[src/rtl/dtim_pkg.sv]
package dtim_pkg;
    typedef enum logic [1:0] {
        ST_HALT = 2'd0,
        ST_RUN  = 2'd1,
        ST_DONE = 2'd2
    } run_state_t;

    localparam int CTL_EN   = 7;
    localparam int CTL_PER  = 6;
    localparam int CTL_IE   = 5;
    localparam int CTL_DIVH = 3;
    localparam int CTL_DIVL = 2;
    localparam int CTL_WIDE = 1;
    localparam int CTL_ONE  = 0;

    localparam logic [7:0] CTL_RESET = 8'h20;
    localparam logic [7:0] CTL_WMASK = 8'hEF;

    localparam logic [2:0] REG_LOAD = 3'd0;
    localparam logic [2:0] REG_CNT  = 3'd1;
    localparam logic [2:0] REG_CTL  = 3'd2;
    localparam logic [2:0] REG_CLR  = 3'd3;
    localparam logic [2:0] REG_RAW  = 3'd4;
    localparam logic [2:0] REG_MIS  = 3'd5;
    localparam logic [2:0] REG_BG   = 3'd6;
endpackage

[src/rtl/dtim_prescale.sv]
module dtim_prescale #(
    parameter int PRE_W = 8
) (
    input  logic       clk,
    input  logic       rst_n,
    input  logic       run,
    input  logic       restart,
    input  logic [1:0] sel,
    output logic       tick
);
    localparam logic [PRE_W-1:0] LIM_16  = PRE_W'(15);
    localparam logic [PRE_W-1:0] LIM_256 = PRE_W'(255);

    logic [PRE_W-1:0] lim;
    logic [PRE_W-1:0] phase_q;

    always_comb begin
        unique case (sel)
            2'b00:   lim = '0;
            2'b01:   lim = LIM_16;
            default: lim = LIM_256;
        endcase
    end

    assign tick = run && !restart && (phase_q == lim);

    always_ff @(posedge clk) begin
        if (!rst_n) begin
            phase_q <= '0;
        end else if (restart) begin
            phase_q <= '0;
        end else if (run) begin
            phase_q <= (phase_q == lim) ? '0 : phase_q + PRE_W'(1);
        end
    end

    AST_TICK_SPACING: assert property (@(posedge clk) disable iff (!rst_n)
        (tick && lim != '0 && !restart) |=> !tick);
endmodule

[src/rtl/dtim_channel.sv]
module dtim_channel
    import dtim_pkg::*;
#(
    parameter int CNT_W = 32,
    parameter int PRE_W = 8
) (
    input  logic             clk,
    input  logic             rst_n,
    input  logic             wr_load,
    input  logic             wr_bg,
    input  logic             wr_ctl,
    input  logic             wr_clr,
    input  logic [CNT_W-1:0] wdata,
    output logic [7:0]       ctl_o,
    output logic [CNT_W-1:0] load_o,
    output logic [CNT_W-1:0] val_o,
    output logic             raw_o,
    output logic             mis_o
);
    localparam int HALF = CNT_W / 2;
    localparam logic [CNT_W-1:0] MASK_NARROW = {{(CNT_W-HALF){1'b0}}, {HALF{1'b1}}};

    run_state_t       state_q, state_d;
    logic [7:0]       ctl_q;
    logic [CNT_W-1:0] rel_q, cnt_q, mask, cur, dec;
    logic             raw_q, tick, restart, at_zero, at_one, hit;

    assign mask    = ctl_q[CTL_WIDE] ? '1 : MASK_NARROW;
    assign cur     = cnt_q & mask;
    assign dec     = (cur - CNT_W'(1)) & mask;
    assign at_zero = (cur == '0);
    assign at_one  = (cur == CNT_W'(1));
    assign restart = wr_load | wr_ctl;
    assign hit     = tick && at_one;

    dtim_prescale #(.PRE_W(PRE_W)) u_pre (
        .clk     (clk),
        .rst_n   (rst_n),
        .run     (state_q == ST_RUN),
        .restart (restart),
        .sel     (ctl_q[CTL_DIVH:CTL_DIVL]),
        .tick    (tick)
    );

    always_comb begin
        state_d = state_q;
        if (wr_ctl) begin
            state_d = wdata[CTL_EN] ? ST_RUN : ST_HALT;
        end else if (wr_load) begin
            state_d = ctl_q[CTL_EN] ? ST_RUN : ST_HALT;
        end else begin
            unique case (state_q)
                ST_RUN:  if (tick && ctl_q[CTL_ONE] && (at_zero || at_one)) state_d = ST_DONE;
                ST_HALT: state_d = ST_HALT;
                ST_DONE: state_d = ST_DONE;
                default: state_d = ST_HALT;
            endcase
        end
    end

    always_ff @(posedge clk) begin
        if (!rst_n) state_q <= ST_HALT;
        else        state_q <= state_d;
    end

    always_ff @(posedge clk) begin
        if (!rst_n) begin
            ctl_q <= CTL_RESET;
            rel_q <= '0;
            cnt_q <= '1;
            raw_q <= 1'b0;
        end else begin
            if (wr_ctl) ctl_q <= wdata[7:0] & CTL_WMASK;
            if (wr_load || wr_bg) rel_q <= wdata;
            if (wr_load) begin
                cnt_q <= wdata & mask;
            end else if (tick) begin
                if (!at_zero)              cnt_q <= dec;
                else if (ctl_q[CTL_ONE])   cnt_q <= cnt_q;
                else if (ctl_q[CTL_PER])   cnt_q <= rel_q & mask;
                else                       cnt_q <= mask;
            end
            if (hit)         raw_q <= 1'b1;
            else if (wr_clr) raw_q <= 1'b0;
        end
    end

    assign ctl_o  = ctl_q;
    assign load_o = rel_q;
    assign val_o  = cur;
    assign raw_o  = raw_q;
    assign mis_o  = raw_q & ctl_q[CTL_IE];

    AST_DONE_HOLDS: assert property (@(posedge clk) disable iff (!rst_n)
        (state_q == ST_DONE && !wr_load) |=> $stable(cnt_q));
    AST_HALT_FREEZE: assert property (@(posedge clk) disable iff (!rst_n)
        (state_q == ST_HALT && !wr_load) |=> $stable(cnt_q));
    AST_ZERO_FLAGGED: assert property (@(posedge clk) disable iff (!rst_n)
        (!restart && val_o != '0) |=> (val_o != '0 || raw_o));
    AST_RAW_STICKY: assert property (@(posedge clk) disable iff (!rst_n)
        (raw_o && !wr_clr) |=> raw_o);
endmodule

[src/rtl/dual_timer.sv]
module dual_timer
    import dtim_pkg::*;
#(
    parameter int          ADDR_W    = 12,
    parameter int          NUM_CH    = 2,
    parameter int          PRE_W     = 8,
    parameter logic [31:0] ID_PERIPH = 32'h0A5C_3301,
    parameter logic [31:0] ID_CELL   = 32'hB105_F00D
) (
    input  logic              clk,
    input  logic              rst_n,
    input  logic [ADDR_W-1:0] addr,
    input  logic              wr_en,
    input  logic [31:0]       wdata,
    output logic [31:0]       rdata,
    output logic [NUM_CH-1:0] irq_ch,
    output logic              irq_any
);
    localparam int CH_LSB = 5;
    localparam int CSEL_W = ADDR_W - CH_LSB;
    localparam logic [63:0] ID_ALL = {ID_CELL, ID_PERIPH};

    logic [CSEL_W-1:0] csel;
    logic [2:0]        woff;
    logic              id_hit;
    logic              unused_lsb;

    logic [7:0]  ctl_a  [NUM_CH];
    logic [31:0] load_a [NUM_CH];
    logic [31:0] val_a  [NUM_CH];
    logic [NUM_CH-1:0] raw_a, mis_a;

    assign csel       = addr[ADDR_W-1:CH_LSB];
    assign woff       = addr[CH_LSB-1:2];
    assign id_hit     = (csel == '1);
    assign unused_lsb = ^addr[1:0];

    for (genvar c = 0; c < NUM_CH; c++) begin : g_ch
        logic sel_c;
        assign sel_c = wr_en && (csel == CSEL_W'(c));

        dtim_channel #(.CNT_W(32), .PRE_W(PRE_W)) u_ch (
            .clk     (clk),
            .rst_n   (rst_n),
            .wr_load (sel_c && woff == REG_LOAD),
            .wr_bg   (sel_c && woff == REG_BG),
            .wr_ctl  (sel_c && woff == REG_CTL),
            .wr_clr  (sel_c && woff == REG_CLR),
            .wdata   (wdata),
            .ctl_o   (ctl_a[c]),
            .load_o  (load_a[c]),
            .val_o   (val_a[c]),
            .raw_o   (raw_a[c]),
            .mis_o   (mis_a[c])
        );
    end

    always_comb begin
        rdata = '0;
        if (id_hit) begin
            rdata = {24'd0, ID_ALL[{woff, 3'b000} +: 8]};
        end else begin
            for (int c = 0; c < NUM_CH; c++) begin
                if (csel == CSEL_W'(c)) begin
                    unique case (woff)
                        REG_LOAD, REG_BG: rdata = load_a[c];
                        REG_CNT:          rdata = val_a[c];
                        REG_CTL:          rdata = {24'd0, ctl_a[c]};
                        REG_RAW:          rdata = {31'd0, raw_a[c]};
                        REG_MIS:          rdata = {31'd0, mis_a[c]};
                        default:          rdata = '0;
                    endcase
                end
            end
        end
    end

    assign irq_ch  = mis_a;
    assign irq_any = |mis_a;
endmodule

[config.mk]
export PLATFORM = sky130hd
export DESIGN_NAME = dual_timer
export DESIGN_NICKNAME = d
export VERILOG_FILES = /design/src/rtl/dtim_pkg.sv /design/src/rtl/dtim_prescale.sv /design/src/rtl/dtim_channel.sv /design/src/rtl/dual_timer.sv
export SDC_FILE = /design/constraint.sdc
export NUM_CORES = 1
export LEC_CHECK = 0
export CAP_MARGIN = 40
export CORE_AREA = 8 8 138 140
export DETAILED_ROUTE_END_ITERATION = 8
export DIE_AREA = 0 0 146 148
export GPL_TIMING_DRIVEN = 0
export PLACE_DENSITY = 0.8
export REMOVE_ABC_BUFFERS = 1
export SETUP_SLACK_MARGIN = 0.05
export SYNTH_ARGS = -nofsm -noshare
export SYNTH_HDL_FRONTEND = slang
export SYNTH_SLANG_ARGS = --single-unit
[constraint.sdc]
create_clock -name clk -period 3.05 [get_ports clk]
set_input_delay 0.4575 -clock clk [delete_from_list [all_inputs] [get_ports clk]]
set_output_delay 0.4575 -clock clk [all_outputs]
set_load 0.02 [all_outputs]
Word level (Yosys, flattened, before mapping)

Index checks and enable logic that the tools add are counted.

Word-level logic and storage cells: 130
Register bits: 164
Input port bits: 47
Output and inout port bits: 35

Bitwise gates (word level): 13
Add/subtract/negate cells: 4
Reductions and logical operators: 42
Equality and inequality tests: 22
Shift operators: 1
Multiplexer cells: 36

Operators by type and width:

| operator                | count |
|---|---|
| $mux 32                 | 15 |
| $pmux 32 s5             | 2 |
| $and 32x32->32          | 8 |
| $eq 32x1->1 const B     | 2 |
| $logic_not 32->1        | 2 |
| $shiftx 64x7->8 const A | 1 |
| $sub 32x1->32 const B   | 2 |
| $pmux 8 s2              | 2 |
| $logic_and 1x1->1       | 20 |
| $add 8x1->8 const B     | 2 |
| $eq 8x8->1              | 2 |
| $mux 8                  | 2 |
| $mux 2                  | 6 |
| $eq 3x3->1 const B      | 3 |
| $eq 2x1->1 const B      | 4 |
| $ne 4x1->1 const B      | 2 |
| $pmux 2 s2              | 2 |
| $reduce_bool 2->1       | 4 |
| $reduce_or 2->1         | 4 |
| $eq 7x1->1 const B      | 1 |
| $eq 7x7->1 const B      | 1 |
| $logic_not 7->1         | 1 |
| $mux 1                  | 7 |
| $eq 3x2->1 const B      | 2 |
| other kinds (11)        | 21 |

Depth between registers and ports, before layout

Depth in word-level cells: 13
Gate-level depth with buffers: 11
Mapped depth without buffers: 9

Hierarchy

A second synthesis with hierarchy kept.

Cell total of the unflattened synthesis: 1,418
Area total of the unflattened synthesis: 10,970.5 um^2

By module, submodules not included:

| module                       | area each (um^2) | sequential area each (um^2) | instances | cells an instance |
|---|---|---|---|---|
| dtim_channel at g_ch[0].u_ch | 4,398.0          | 1,481.4                     | 1         | 583 |
| dtim_channel at g_ch[1].u_ch | 4,261.6          | 1,481.4                     | 1         | 550 |
| dual_timer                   | 1,500.2          | 0.0                         | 1         | 189 |
| dtim_prescale                | 405.4            | 160.2                       | 2         | 48 |

Worst setup path before layout

No wires, ideal clock.

Path kind: input to output
From: input port addr[2]
To: output port rdata[7]
Stages: 8
Arrival: 2.340 ns
Setup slack: 0.253 ns
Cells stage by stage: inv_1 -> ha_1 -> clkbuf_1 -> mux2_2 -> clkbuf_1 -> clkbuf_1 -> a222oi_1 -> o21ai_0

Longest elaborated chain between the ends: 6
Elaborated cells between the ends (all ways): 13
Classes of those cells: eq/ne: 5; shift: 1; mux: 5; reduce/logical: 2

Ends and longest elaborated chain:

| item                                                 | line             | source |
|---|---|---|
| from (decl)                                          | dual_timer.sv:12 | `input logic [ADDR_W-1:0] addr,` |
| $eq 3x3->1 / $logic_not 3->1 (equally long branches) | dual_timer.sv:65 | `unique case (woff)` |
| $reduce_or 2->1                                      | dual_timer.sv:65 |  |
| $pmux 32 s5                                          | dual_timer.sv:65 |  |
| $mux 32 (2 in a row)                                 | dual_timer.sv:64 | `if (csel == CSEL_W'(c)) begin` |
| $mux 32 *                                            | dual_timer.sv:60 | `if (id_hit) begin` |
| to (decl)                                            | dual_timer.sv:15 | `output logic [31:0] rdata,` |

Mark *: on every way between the ends. The rest lies on a longest branch, timed or not.

Final worst setup path

From: input port addr[8]
To: output port rdata[1]

Longest elaborated chain between the ends: 4
Elaborated cells between the ends (all ways): 6
Classes of those cells: eq/ne: 2; mux: 3; reduce/logical: 1

Ends and longest elaborated chain:

| item                 | line |
|---|---|
| $logic_not 7->1      | dual_timer.sv:64 |
| $mux 32 (2 in a row) | dual_timer.sv:64 |
| $mux 32 *            | dual_timer.sv:60 |

Marked as above.

==> metrics.txt <==
status=completed; arrival time worst endpoint=approximately 2.5 ns; max_cap viols=0; Main synth FF type=dfxtp_1; most frequent cell after synthesis=nand2_1; hold slack=0.404 ns; hold_sp=rst_n; final wirelength=about 37 mm; post-route ant nets=0; mapped cell area=9810 um^2; Post-CTS Hold Buffers=0; std cell rows=48; worst skew pair latency=0.44 ns; first-pass GRT wire length=between 50 and 60 mm; unrepaired setup endpoints after global routing=yes; RD Place Congestion=0.970; worst hold path depth=2; n_diodes=0; DP HPWL=24.7 mm; total track usage=about a third; Num CTS Buffers=17; R2R cell count=9; Worst-Margin Slew=0.954 ns; IO buf count=79; leakage power figure=a little under 0.004 uW; Cell Count Post-Placement=1,539; r2r startpoint=g_ch[1].u_ch.cnt_q[16]; via total after detailed routing=11,200; fmax=0.338 GHz; Layout Cells excl Fill=1,591; WL per Instance=23.0 um; clock sink count=164; maximum VDD drop=0.000461 V; crit-path max FO=8; Worst setup SP type=primary input; nets=1,412; die height=148 um; Critical Path Sink Type=output port; Warnings, synthesis=0; initial antenna violation count=0; initial DRC count=1,556; count of final setup violators=0; Post-synth top cells=nand2_1, dfxtp_1, a21oi_1, nor2_1, clkbuf_1; Period minus WS final=2.95 ns; final setup skew=0.0120 ns; post-route setup TNS=0 ns; Syn-to-layout area delta=20.1%; DRC Markers=0; Core Util, Final=69.6%; layout cells sized above 1=12.1%; Area contributors post-synth=dfxtp_1, nand2_1, a21oi_1, nor2_1, a22oi_1; final-report max-slew violation count=0; Worst R2R Setup Slack=roughly 0.13 ns; period utilization=96.9%; vias per cell=7.06; hold-critical path endpoint=g_ch[1].u_ch.ctl_o[5]; Yosys reg bits=164; GRT Residual Overflow=0; pin count of the biggest net entering global routing=59; critical path class=in -> out; Final Hold Viols=0; largest area contributor in the netlist=dfxtp_1; number of global-route vias before repair=about 10,000; Min-Delay Path Class=in -> reg; synthesized instance count=1,323; Seq/Total Area, Yosys=33.5%; Syn Area/Cell=roughly 7.4 um^2; CTS Root Cell=clkbuf_16; Async SR Flop Fraction=0%; Longest Clk Path Bufs=2; H-tree depth=4; drt first pass iters=7; die width=approximately 150 um; post-synth top area share=33.5%; Pwr Density=about 390 nW/um^2; Worst EP required=between 2 and 3 ns; number of synthesized flops with an enable pin=0; effective utilization at floorplan=between 50% and 60%; CTS tree=yes; relative slew slack=35.8%; core area=between 15,000 and 20,000 um^2; worst r2r dst=g_ch[1].u_ch.cnt_q[29]; I/O pins=slightly above 80; Cell variety after synth=80; Die Area=21,600 um^2; CTS clk-pin slew, worst paths=0.07 ns
## routing by layer
| metal | up-vias | wire (um) | global-route usage, % |
|---|---|---|---|
| met4 | 0 | 2710 | 23.0 |
| met5 | - | 0 | 0 |
| met1 | 5227 | 14000 | 40.1 |
| li1 | 4971 | - | - |
| met3 | 180 | 4400 | 8.50 |
| met2 | 856 | 15500 | 48.6 |
## cell type report
cell class | count | area (um^2)
inverters | 19 | 76.3
clock inverters | 14 | 134
well taps | 225 | 282
flip-flops and latches | 164 | 3290
repair buffers | 117 | 1200
fillers | 1415 | 5150
multi-input cells | 1034 | 6370
clock buffers | 18 | 429
## report_power, final
part | switching, uW | internal (uW) | total [uW]
sequential | 4.38 | 2140 | 2150
clock | 1010 | 1090 | 2100
combinational | 195 | 108 | 304
## worst max-delay path by stage
stage                  from                            end  cells after the start
floorplan           addr[3]                      rdata[16]                      6
global placement      rst_n  g_ch[0].u_ch.u_pre.phase_q[1]                      5
detailed placement  addr[2]                      rdata[17]                      8
CTS                 addr[3]                      rdata[20]                      9
global route          wr_en         g_ch[0].u_ch.cnt_q[18]                      9
finish              addr[8]                       rdata[1]                      7
## critical path: stages
cell             delay [ns]
clkdlybuf4s50_1        0.47
nor4_4                 0.34
buf_4                  0.19
and3_2                 0.27
nand2b_4               0.14
o221ai_1               0.31
clkdlybuf4s15_2        0.32
## sequential cells by signal, indices dropped and copies added (netlist names)
| register | count |
|---|---|
| g_ch.u_ch.raw_o | 2 |
| g_ch.u_ch.cnt_q | 64 |
| g_ch.u_ch.load_o | 64 |
| g_ch.u_ch.u_pre.phase_q | 16 |
| g_ch.u_ch.state_q | 4 |
| g_ch.u_ch.ctl_o | 14 |
## cell usage in the layout, fill, tap and decap left out, types with 7 or more instances in the layout
cell	instances
o221ai_1	8
inv_6	8
buf_4	19
o22ai_1	27
xnor2_1	22
dlygate4sd2_1	13
a41oi_1	7
nor3_1	39
o2111ai_1	8
and3_1	8
a31oi_1	14
or4_1	13
a211oi_1	18
o31ai_1	13
inv_1	16
a22oi_1	50
o311ai_0	7
clkdlybuf4s15_2	8
a222oi_1	12
or3_1	11
nand2_1	258
buf_8	11
mux2i_1	9
nand3_1	32
ha_1	9
nor4_1	16
nor2_1	98
xor2_1	20
nand4_1	15
o41ai_1	8
o211ai_1	17
o21ai_0	42
clkdlybuf4s50_1	41
a21oi_1	103
dfxtp_1	162
clkbuf_16	17
clkbuf_2	8
## what timing repair did
| item | CTS | global route |
|---|---|---|
| setup endpoints to repair | 142 | 79 |
| gates cloned | 2 | 0 |
| pin swaps | 14 | 11 |
| buffers inserted | 13 | 5 |
| resized for setup | 118 | 55 |
## metrics by stage
step	worst slack (ns)	cell area, um^2	total power [uW]
finish	0.0950	11800	4550
detailed placement	-1.16	10800	2460
global route	0.0157	11800	4650
floorplan	-0.316	9360	2280
global placement	-3.41	10400	2440
CTS	0.0291	11600	4520
## kinds of logic after synthesis
kind of cell	share of synthesized area [%]
buffers and inverters	5.28
AOI/OAI and AO/OA	28.8
DFF	33.5
muxes	1.15
xor gates and xnor gates	3.75
and+or+nand+nor	26.0
adders and majority gates	1.53
(Power assumes the default switching activity.)
